**config.mk**
```make
export PLATFORM = sky130hd
export DESIGN_NAME = pkt_bridge
export DESIGN_NICKNAME = d
export VERILOG_FILES = /design/src/rtl/pkt_bridge_pkg.sv /design/src/rtl/pb_credit.sv /design/src/rtl/pb_tag_table.sv /design/src/rtl/pb_tx.sv /design/src/rtl/pb_rx.sv /design/src/rtl/pkt_bridge.sv
export SDC_FILE = /design/constraint.sdc
export NUM_CORES = 1
export LEC_CHECK = 0
export CORE_AREA = 2 2 122 135
export CTS_CLUSTER_SIZE = 16
export DETAILED_ROUTE_END_ITERATION = 8
export DIE_AREA = 0 0 124 137
export DONT_BUFFER_PORTS = 1
export PLACE_DENSITY = 0.81
export SYNTH_ARGS = -nofsm -noshare
export SYNTH_HDL_FRONTEND = slang
export SYNTH_SLANG_ARGS = --single-unit
```
**constraint.sdc**
```tcl
create_clock -name clk -period 2.99 [get_ports clk]
set_clock_uncertainty 0.1 [all_clocks]
set_input_delay 0.299 -clock clk [delete_from_list [all_inputs] [get_ports clk]]
set_output_delay 0.299 -clock clk [all_outputs]
set_load 0.01 [all_outputs]
```
**src/rtl/pkt_bridge_pkg.sv**
```systemverilog
package pkt_bridge_pkg;
  localparam logic [7:0] OP_MEM_RD = 8'h10;
  localparam logic [7:0] OP_MEM_WR = 8'h11;
  localparam logic [7:0] OP_DEV_RD = 8'h20;
  localparam logic [7:0] OP_DEV_WR = 8'h21;
  localparam logic [7:0] OP_CPL    = 8'h50;

  localparam logic [1:0] BUS_RD   = 2'd0;
  localparam logic [1:0] BUS_WR   = 2'd1;
  localparam logic [1:0] BUS_DONE = 2'd2;

  typedef enum logic [2:0] {
    ST_IDLE,
    ST_SEND,
    ST_XMIT,
    ST_WAIT,
    ST_RESP
  } br_state_t;
endpackage

```
**src/rtl/pb_credit.sv**
```systemverilog
module pb_credit #(
  parameter int CREDIT_N   = 4,
  parameter int CREDIT_MAX = 15
) (
  input  logic clk,
  input  logic rst,
  input  logic grant,
  input  logic take,
  output logic avail
);
  localparam int CW = $clog2(CREDIT_MAX + 1);

  logic [CW-1:0] cnt;
  logic [CW:0]   sum;

  always_comb begin
    sum = {1'b0, cnt};
    if (grant) sum = sum + (CW+1)'(CREDIT_N);
    if (take)  sum = sum - (CW+1)'(1);
    if (sum > (CW+1)'(CREDIT_MAX)) sum = (CW+1)'(CREDIT_MAX);
  end

  always_ff @(posedge clk) begin
    if (rst) cnt <= '0;
    else     cnt <= sum[CW-1:0];
  end

  assign avail = (cnt != '0);

  AST_TAKE_HAS_CREDIT: assert property (@(posedge clk) disable iff (rst)
    take |-> cnt != '0);
endmodule

```
**src/rtl/pb_tag_table.sv**
```systemverilog
module pb_tag_table #(
  parameter int NODE_W = 2,
  parameter int TAG_W  = 2
) (
  input  logic              clk,
  input  logic              rst,
  input  logic [NODE_W-1:0] sel,
  input  logic              bump,
  output logic [TAG_W-1:0]  tag_o
);
  localparam int NODES = 1 << NODE_W;

  logic [TAG_W-1:0] tags [NODES];

  for (genvar i = 0; i < NODES; i++) begin : g_node
    always_ff @(posedge clk) begin
      if (rst)                              tags[i] <= '0;
      else if (bump && sel == NODE_W'(i))   tags[i] <= tags[i] + TAG_W'(1);
    end

    AST_TAG_QUIET: assert property (@(posedge clk) disable iff (rst)
      !(bump && sel == NODE_W'(i)) |=> $stable(tags[i]));
  end

  assign tag_o = tags[sel];
endmodule

```
**src/rtl/pb_tx.sv**
```systemverilog
module pb_tx #(
  parameter int ADDR_W     = 16,
  parameter int DATA_BYTES = 4,
  parameter int TAG_W      = 2
) (
  input  logic                    clk,
  input  logic                    rst,
  input  logic                    start,
  input  logic [7:0]              code,
  input  logic [7:0]              route,
  input  logic [TAG_W-1:0]        tag,
  input  logic [ADDR_W-1:0]       addr,
  input  logic [8*DATA_BYTES-1:0] data,
  input  logic [$clog2(DATA_BYTES+1)-1:0] len,
  output logic                    done,
  output logic                    tx_valid,
  input  logic                    tx_ready,
  output logic [7:0]              tx_data,
  output logic                    tx_sop,
  output logic                    tx_eop
);
  localparam int AB    = ADDR_W / 8;
  localparam int HDR   = 3 + AB;
  localparam int LEN_W = $clog2(DATA_BYTES + 1);
  localparam int IW    = $clog2(HDR + DATA_BYTES + 1) + 1;

  logic                    busy;
  logic [IW-1:0]           idx;
  logic [7:0]              r_code, r_route;
  logic [TAG_W-1:0]        r_tag;
  logic [ADDR_W-1:0]       r_addr, a_sh;
  logic [8*DATA_BYTES-1:0] r_data, d_sh;
  logic [LEN_W-1:0]        r_len;
  logic [IW-1:0]           last_idx;
  logic [7:0]              byte_q;

  assign last_idx = IW'(HDR) + IW'(r_len);

  always_comb begin
    byte_q = 8'h00;
    a_sh   = '0;
    d_sh   = '0;
    if (idx == IW'(0))        byte_q = r_code;
    else if (idx == IW'(1))   byte_q = r_route;
    else if (idx == IW'(2))   byte_q = 8'(r_tag);
    else if (idx < IW'(HDR)) begin
      a_sh   = r_addr >> (8 * (HDR - 1 - int'(idx)));
      byte_q = a_sh[7:0];
    end else if (idx < last_idx) begin
      d_sh   = r_data >> (8 * (int'(idx) - HDR));
      byte_q = d_sh[7:0];
    end else begin
      byte_q = 8'(r_len);
    end
  end

  always_ff @(posedge clk) begin
    if (rst) begin
      busy    <= 1'b0;
      idx     <= '0;
      done    <= 1'b0;
      r_code  <= '0;
      r_route <= '0;
      r_tag   <= '0;
      r_addr  <= '0;
      r_data  <= '0;
      r_len   <= '0;
    end else begin
      done <= 1'b0;
      if (start && !busy) begin
        busy    <= 1'b1;
        idx     <= '0;
        r_code  <= code;
        r_route <= route;
        r_tag   <= tag;
        r_addr  <= addr;
        r_data  <= data;
        r_len   <= len;
      end else if (busy && tx_ready) begin
        if (idx == last_idx) begin
          busy <= 1'b0;
          done <= 1'b1;
        end else begin
          idx <= idx + IW'(1);
        end
      end
    end
  end

  assign tx_valid = busy;
  assign tx_data  = byte_q;
  assign tx_sop   = busy && (idx == IW'(0));
  assign tx_eop   = busy && (idx == last_idx);

  AST_TX_HOLD: assert property (@(posedge clk) disable iff (rst)
    tx_valid && !tx_ready |=> tx_valid && $stable(tx_data) && $stable(tx_eop));
  AST_NO_RELAUNCH: assert property (@(posedge clk) disable iff (rst)
    start |-> !busy);
endmodule

```
**src/rtl/pb_rx.sv**
```systemverilog
module pb_rx
  import pkt_bridge_pkg::*;
#(
  parameter int NODE_W     = 2,
  parameter int TAG_W      = 2,
  parameter int DATA_BYTES = 4,
  parameter int SELF_NODE  = 1
) (
  input  logic                    clk,
  input  logic                    rst,
  input  logic                    rx_valid,
  input  logic [7:0]              rx_data,
  input  logic                    rx_sop,
  input  logic                    rx_eop,
  input  logic                    waiting,
  input  logic [NODE_W-1:0]       exp_src,
  input  logic [TAG_W-1:0]        exp_tag,
  output logic                    ok,
  output logic                    err,
  output logic [8*DATA_BYTES-1:0] buf_o,
  output logic [$clog2(DATA_BYTES+1)-1:0] len_o
);
  localparam int LEN_W = $clog2(DATA_BYTES + 1);

  logic             in_pkt;
  logic [1:0]       pos;
  logic             code_bad, route_bad, tag_bad, over;
  logic [LEN_W-1:0] cnt;
  logic [7:0]       exp_route;
  logic             good;

  assign exp_route = {4'(exp_src), 4'(SELF_NODE)};
  assign good = waiting && !code_bad && !route_bad && !tag_bad && !over
                && (rx_data == 8'(cnt));

  always_ff @(posedge clk) begin
    if (rst) begin
      in_pkt    <= 1'b0;
      pos       <= '0;
      code_bad  <= 1'b0;
      route_bad <= 1'b0;
      tag_bad   <= 1'b0;
      over      <= 1'b0;
      cnt       <= '0;
      ok        <= 1'b0;
      err       <= 1'b0;
      buf_o     <= '0;
      len_o     <= '0;
    end else begin
      ok  <= 1'b0;
      err <= 1'b0;
      if (rx_valid) begin
        if (rx_sop) begin
          in_pkt   <= !rx_eop;
          pos      <= 2'd1;
          code_bad <= (rx_data != OP_CPL);
          over     <= 1'b0;
          cnt      <= '0;
          buf_o    <= '0;
          if (rx_eop) err <= 1'b1;
        end else if (in_pkt) begin
          case (pos)
            2'd1: begin
              route_bad <= (rx_data != exp_route);
              pos       <= 2'd2;
              if (rx_eop) begin
                in_pkt <= 1'b0;
                err    <= 1'b1;
              end
            end
            2'd2: begin
              tag_bad <= (rx_data != 8'(exp_tag));
              pos     <= 2'd3;
              if (rx_eop) begin
                in_pkt <= 1'b0;
                err    <= 1'b1;
              end
            end
            default: begin
              if (rx_eop) begin
                in_pkt <= 1'b0;
                ok     <= good;
                err    <= !good;
                len_o  <= cnt;
              end else if (cnt < LEN_W'(DATA_BYTES)) begin
                buf_o[8*int'(cnt) +: 8] <= rx_data;
                cnt <= cnt + LEN_W'(1);
              end else begin
                over <= 1'b1;
              end
            end
          endcase
        end
      end
    end
  end

  AST_OK_XOR_ERR: assert property (@(posedge clk) disable iff (rst)
    ok |-> !err);
  AST_OK_ONLY_WAITING: assert property (@(posedge clk) disable iff (rst)
    ok |-> $past(waiting));
endmodule

```
**src/rtl/pkt_bridge.sv**
```systemverilog
module pkt_bridge
  import pkt_bridge_pkg::*;
#(
  parameter int ADDR_W     = 16,
  parameter int DATA_BYTES = 4,
  parameter int NODE_W     = 2,
  parameter int TAG_W      = 2,
  parameter int SELF_NODE  = 1,
  parameter int MEM_NODE   = 0,
  parameter int CREDIT_N   = 4,
  parameter int CREDIT_MAX = 15,
  localparam int LEN_W     = $clog2(DATA_BYTES + 1),
  localparam int DW        = 8 * DATA_BYTES
) (
  input  logic              clk,
  input  logic              rst,
  input  logic              req_valid,
  output logic              req_ready,
  input  logic [1:0]        req_cmd,
  input  logic [ADDR_W-1:0] req_addr,
  input  logic [DW-1:0]     req_data,
  input  logic [LEN_W-1:0]  req_len,
  output logic              rsp_valid,
  input  logic              rsp_ready,
  output logic [1:0]        rsp_cmd,
  output logic [DW-1:0]     rsp_data,
  output logic [LEN_W-1:0]  rsp_len,
  input  logic              credit_grant,
  output logic              tx_valid,
  input  logic              tx_ready,
  output logic [7:0]        tx_data,
  output logic              tx_sop,
  output logic              tx_eop,
  input  logic              rx_valid,
  input  logic [7:0]        rx_data,
  input  logic              rx_sop,
  input  logic              rx_eop,
  output logic              pkt_err
);
  br_state_t         state;
  logic [NODE_W-1:0] cur_dst, req_dst;
  logic [7:0]        cur_code, req_code;
  logic [ADDR_W-1:0] cur_addr;
  logic [DW-1:0]     cur_data;
  logic [LEN_W-1:0]  cur_len, wr_len;
  logic [TAG_W-1:0]  cur_tag, tbl_tag;
  logic              accept, send_go, credit_ok, tx_done;
  logic              rx_ok, rx_err;
  logic [DW-1:0]     rx_buf;
  logic [LEN_W-1:0]  rx_len;
  logic [7:0]        route_b;

  assign accept  = req_valid && req_ready;
  assign req_dst = req_addr[ADDR_W-1] ? req_addr[NODE_W-1:0] : NODE_W'(MEM_NODE);
  assign req_code = req_addr[ADDR_W-1] ? ((req_cmd == BUS_WR) ? OP_DEV_WR : OP_DEV_RD)
                                       : ((req_cmd == BUS_WR) ? OP_MEM_WR : OP_MEM_RD);
  assign wr_len  = (req_len > LEN_W'(DATA_BYTES)) ? LEN_W'(DATA_BYTES) : req_len;
  assign send_go = (state == ST_SEND) && credit_ok;
  assign route_b = {4'(SELF_NODE), 4'(cur_dst)};

  always_ff @(posedge clk) begin
    if (rst) begin
      state    <= ST_IDLE;
      cur_dst  <= '0;
      cur_code <= '0;
      cur_addr <= '0;
      cur_data <= '0;
      cur_len  <= '0;
      cur_tag  <= '0;
      rsp_data <= '0;
      rsp_len  <= '0;
    end else begin
      case (state)
        ST_IDLE: if (accept) begin
          if (req_cmd == BUS_RD || req_cmd == BUS_WR) begin
            cur_dst  <= req_dst;
            cur_code <= req_code;
            cur_addr <= req_addr;
            cur_data <= (req_cmd == BUS_WR) ? req_data : '0;
            cur_len  <= (req_cmd == BUS_WR) ? wr_len : '0;
            state    <= ST_SEND;
          end else begin
            rsp_data <= '0;
            rsp_len  <= '0;
            state    <= ST_RESP;
          end
        end
        ST_SEND: if (send_go) begin
          cur_tag <= tbl_tag;
          state   <= ST_XMIT;
        end
        ST_XMIT: if (tx_done) state <= ST_WAIT;
        ST_WAIT: if (rx_ok) begin
          rsp_data <= rx_buf;
          rsp_len  <= rx_len;
          state    <= ST_RESP;
        end
        ST_RESP: if (rsp_ready) state <= ST_IDLE;
        default: state <= ST_IDLE;
      endcase
    end
  end

  assign req_ready = (state == ST_IDLE);
  assign rsp_valid = (state == ST_RESP);
  assign rsp_cmd   = BUS_DONE;
  assign pkt_err   = rx_err;

  pb_credit #(.CREDIT_N(CREDIT_N), .CREDIT_MAX(CREDIT_MAX)) u_credit (
    .clk(clk), .rst(rst), .grant(credit_grant), .take(send_go), .avail(credit_ok)
  );

  pb_tag_table #(.NODE_W(NODE_W), .TAG_W(TAG_W)) u_tags (
    .clk(clk), .rst(rst), .sel(cur_dst), .bump(send_go), .tag_o(tbl_tag)
  );

  pb_tx #(.ADDR_W(ADDR_W), .DATA_BYTES(DATA_BYTES), .TAG_W(TAG_W)) u_tx (
    .clk(clk), .rst(rst), .start(send_go), .code(cur_code), .route(route_b),
    .tag(tbl_tag), .addr(cur_addr), .data(cur_data), .len(cur_len), .done(tx_done),
    .tx_valid(tx_valid), .tx_ready(tx_ready), .tx_data(tx_data),
    .tx_sop(tx_sop), .tx_eop(tx_eop)
  );

  pb_rx #(.NODE_W(NODE_W), .TAG_W(TAG_W), .DATA_BYTES(DATA_BYTES),
          .SELF_NODE(SELF_NODE)) u_rx (
    .clk(clk), .rst(rst), .rx_valid(rx_valid), .rx_data(rx_data), .rx_sop(rx_sop),
    .rx_eop(rx_eop), .waiting(state == ST_WAIT), .exp_src(cur_dst), .exp_tag(cur_tag),
    .ok(rx_ok), .err(rx_err), .buf_o(rx_buf), .len_o(rx_len)
  );

  AST_REPLY_BLOCKS_TX: assert property (@(posedge clk) disable iff (rst)
    rsp_valid |-> !tx_valid);
  AST_ACCEPT_DROPS_READY: assert property (@(posedge clk) disable iff (rst)
    req_valid && req_ready |=> !req_ready);
  AST_RSP_HOLD: assert property (@(posedge clk) disable iff (rst)
    rsp_valid && !rsp_ready |=> rsp_valid && $stable(rsp_data) && $stable(rsp_len));
endmodule

```
==> results by stage <==
Drt:
- The detail-routed via count per cell is around 6.2.
- The iteration-0 DRC count of the detailed router is ~700.
- The number of antenna-violating nets in the routed design is 0.
- Wires add up to around 24,000 um.
- The final route contains slightly below 8,000 vias.
- The length of the first detailed-routing pass in iterations is 7.
- In the final routed layout, each cell accounts on average for about 19 um.
- The post-route DRC violation count is 0.

Yosys:
- The average footprint of a synthesized cell is approximately 9.2 um2.
- The most used flip-flop cell after synthesis is sky130_fd_sc_hd__dfxtp_1.
- The total number of yosys warnings is 0.
- Yosys attributes the largest share of cell area to sky130_fd_sc_hd__dfxtp_1 46%, sky130_fd_sc_hd__a22o_1 6.8%, sky130_fd_sc_hd__a21oi_1 6.6%.
- Yosys mapped a number of flops with a built-in enable equal to 8.
- The area of the mapped netlist is between 9000 and 10,000 um2.
- After synthesis, the largest area contributor takes up between 40% and 50% of total cell area.
- In the synthesized netlist the async set-or-reset flop fraction comes to 0%.
- Summing the sequential cell areas from Yosys gives around half of the chip area.
- The biggest area contributor in the post-synthesis netlist is sky130_fd_sc_hd__dfxtp_1.
- The synthesized netlist contains 70 unique library cells.
- The net count after synthesis is 1,089.
- The synthesized flop and latch total is roughly 220.
- Synthesis produced a netlist whose cell count is 1,000.

Worst setup path:
- The worst setup path is captured at an output pin.
- Data on the critical path is required at its endpoint by between 2000 and 3000 ps.
- For the worst setup path, the data arrival time is 2460 ps.
- The signal on the critical path passes through inv_1, ha_4, nor4bb_2, o21ai_0, or3_1, o211ai_1, buf_4.
- The delay contributed by the slowest stage of the critical path is between 300 and 400 ps.
- The worst reg-to-reg setup slack is ~160 ps.
- The length in cells of the worst reg-to-reg path is 7.
- The critical path in this run is classified as reg2out.
- The master of the slowest instance on the critical path is sky130_fd_sc_hd__or3_1.
- In this run the worst path has a maximum fanout of 14.
- The kind of start point of the critical path is a flop.

Place:
- Buffers placed on the I/O ports in this run total 0.
- Detailed placement finished with a half-perimeter wire length of between 10,000 and 15,000 um.
- The congestion estimate from routability-driven global placement came to ~0.90.

Power and ir drop:
- The total chip power is 6.59 mW.
- The power density normalized to cell area is 608 nW/um2.
- IR analysis of the VDD net gives a maximum drop of approximately 0.00043 V.
- In this run the static leakage power is 3.83 nW.

STA:
- The number of hold violations in the final report came to 0.
- The number of pins with negative max-slew slack in the final report is 0.
- The slew at the pin closest to its max-slew limit is 1280 ps.
- Headroom to the max-slew limit came out at 14.1%.
- The final clock period utilization by the worst path is 95.7%.
- Adding up every negative setup slack in the final design gives 0 ps.
- The highest attainable clock frequency is 350 MHz.
- The shortest period the worst path allows is 2860 ps.
- The number of setup violations in the final report is 0.

CTS:
- Clock tree synthesis inserted a total of 22 buffers.
- TritonCTS built the clock tree.
- Clock-pin slew was measured on the worst setup and hold paths at 60 ps.
- The number of clock sinks is roughly 220.
- The deepest level of the CTS H-tree is 1.
- Post-CTS timing repair inserted 0 buffers for setup.
- The clock passes through at most 3 buffers.
- Clock latency on the worst-skew pair, taken at its later pin, is ~500 ps.
- The root buffer selected by CTS is sky130_fd_sc_hd__clkbuf_16.

GRT:
- The total congestion overflow after global routing is 0.
- The wire length of the first global-routing pass is 38,100 um.
- Entering global routing, the biggest net connects 122 pins.
- The number of global-route vias before repair came to about 7,400.
- Global routing used 28.1% of the available tracks across all layers.
- The initial antenna violation count is 0.

Floorplanning:
- The die covers 17,000 um2.
- Measured along the y axis, the die boundary spans approximately 140 um.
- around 120 I/O pins were placed.
- The placement row count is 48.
- The initial utilization of the core area, before any placement, comes to 59.0%.
- The width of the die is between 100 and 150 um.
- The total core area is 15,600 um2.

Outcome:
- The flow ran to the end, and the final reports show no timing, DRC or antenna violations.

Finish:
- The signed area change from the synthesized netlist to the final layout is 17.8%.
- Cells with a size suffix above 1 make up a little under a tenth of the layout.
- The number of antenna diodes in the final layout is 0.
- Fill cells in the final layout number 1,159.
- For this run, the post-layout net count is approximately 1,100.

Run:
- The tool flagged a number of max-cap violations equal to 0.

Hold path:
- The worst min-delay path class is in2reg.
- Along the worst hold path, the cell count comes to 2.
critical path: cells and delay by family, from the launching register on:
| kind | cells | cell delay, ps |
|---|---|---|
| buffers and inverters | 2 | 340 |
| and+or+nand+nor | 2 | 720 |
| AOI/OAI and AO/OA | 2 | 350 |
| adders and majority gates | 1 | 260 |
| DFF | 1 | 310 |
synthesized netlist by cell type (all sizes together) (4+ instances only):
library cell / number
a21oi: 122
a22o: 71
and2: 4
and3: 6
buf: 21
clkbuf: 58
dfxtp: 213
edfxtp: 8
ha: 19
inv: 21
mux2: 5
mux2i: 15
mux4: 9
nand2: 137
nand2b: 9
nand3: 110
nand3b: 4
nand4b: 5
nor2: 32
nor2b: 5
nor3: 12
nor4: 6
o211ai: 5
o21ai: 22
o31ai: 4
xnor2: 16
flip-flops by register name, summed over array words and instances, names as in the netlist, 4 cells and up, named ones only:
| name | count |
|---|---|
| cur_data | 32 |
| rsp_data | 32 |
| u_rx.buf_o | 32 |
| u_tx.r_data | 32 |
| cur_addr | 16 |
| u_tx.r_addr | 16 |
| u_tags.tags | 8 |
| u_tx.idx | 5 |
| u_credit.cnt | 4 |
final timing paths:
kind | to | from
setup / recovery | tx_data[4] | u_tx.idx[0]
hold / removal | u_tx.done | rst
setup reg to reg | u_rx.buf_o[2] | u_rx.cnt[0]
hold reg to reg | cur_data[6] | cur_data[6]
stage by stage:
| stage | utilization (%) | std cells | cell area, um2 | hold WS [ps] | setup WS (ps) |
|---|---|---|---|---|---|
| 2_1_floorplan | - | 1000 | 9210 | 299 | 405 |
| 3_3_place_gp | 59.9 | 1144 | 9350 | 277 | 415 |
| 3_5_place_dp | 59.9 | 1144 | 9350 | 280 | 301 |
| 4_1_cts | 69.3 | 1250 | 10800 | 3.32 | 10.6 |
| 5_1_grt | 69.5 | 1250 | 10800 | 14.8 | -40.2 |
| 6_report | 69.5 | 1250 | 10800 | 11.7 | 129 |
what timing repair did:
| action | 4_1_cts | 5_1_grt |
|---|---|---|
| resized for setup | 1 | 7 |
| pin swaps | 0 | 1 |
| gates cloned | 0 | 0 |
| endpoints found under the setup margin | 2 | 7 |
| hold buffers | 68 | 0 |
| hold endpoints to repair | 149 | 0 |
layout make-up:
cell class	instances	area, um2	area share [%]
repair buffers	91	883	8.14
clock buffers	29	639	5.89
well taps	200	250	2.31
clock inverters	9	124	1.14
inverters	22	82.6	0.761
flip-flops and latches	221	4510	41.5
multi-input cells	678	4360	40.2
placed cells by master, fill, tap and decap left out, types with 5 or more instances in the layout:
| master | n |
|---|---|
| sky130_fd_sc_hd__nand3_1 | 109 |
| sky130_fd_sc_hd__nor3_1 | 11 |
| sky130_fd_sc_hd__buf_4 | 22 |
| sky130_fd_sc_hd__a22o_1 | 71 |
| sky130_fd_sc_hd__o21ai_0 | 22 |
| sky130_fd_sc_hd__o211ai_1 | 5 |
| sky130_fd_sc_hd__and3_1 | 6 |
| sky130_fd_sc_hd__nand2_1 | 137 |
| sky130_fd_sc_hd__nor2_1 | 31 |
| sky130_fd_sc_hd__nand2b_1 | 9 |
| sky130_fd_sc_hd__dfxtp_1 | 211 |
| sky130_fd_sc_hd__mux4_2 | 9 |
| sky130_fd_sc_hd__nor4_1 | 5 |
| sky130_fd_sc_hd__dlygate4sd3_1 | 67 |
| sky130_fd_sc_hd__mux2_2 | 5 |
| sky130_fd_sc_hd__ha_1 | 18 |
| sky130_fd_sc_hd__a21oi_1 | 119 |
| sky130_fd_sc_hd__clkbuf_16 | 24 |
| sky130_fd_sc_hd__edfxtp_1 | 8 |
| sky130_fd_sc_hd__mux2i_1 | 15 |
| sky130_fd_sc_hd__nor2b_1 | 5 |
| sky130_fd_sc_hd__xnor2_1 | 16 |
| sky130_fd_sc_hd__inv_1 | 21 |
where the power goes:
group	leakage, nW	internal (mW)	switching [mW]	total, mW
clock network	0.376	1.76	1.12	2.88
logic	1.65	0.234	0.378	0.613
registers	1.80	3.03	0.0636	3.10
total	3.83	5.03	1.56	6.59
layer usage:
metal | up-vias | global-route usage (%) | share of wire (%)
met3 | 73 | 5.21 | 7.4
met4 | 0 | 11.3 | 3.6
met2 | 354 | 47.2 | 49
met1 | 3649 | 35.6 | 40
met5 | - | 0 | 0
li1 | 3661 | - | -
cells by family after synthesis:
family	after synthesis	share of synthesized area [%]
muxes	29	4.44
buffers and inverters	101	4.47
other	2	0.0816
AOI/OAI and AO/OA	257	18.9
DFF	221	48.9
and+or+nand+nor	352	18.8
xor gates and xnor gates	19	1.81
adders and majority gates	19	2.58
Note: power is estimated with default switching activity, not from simulation.
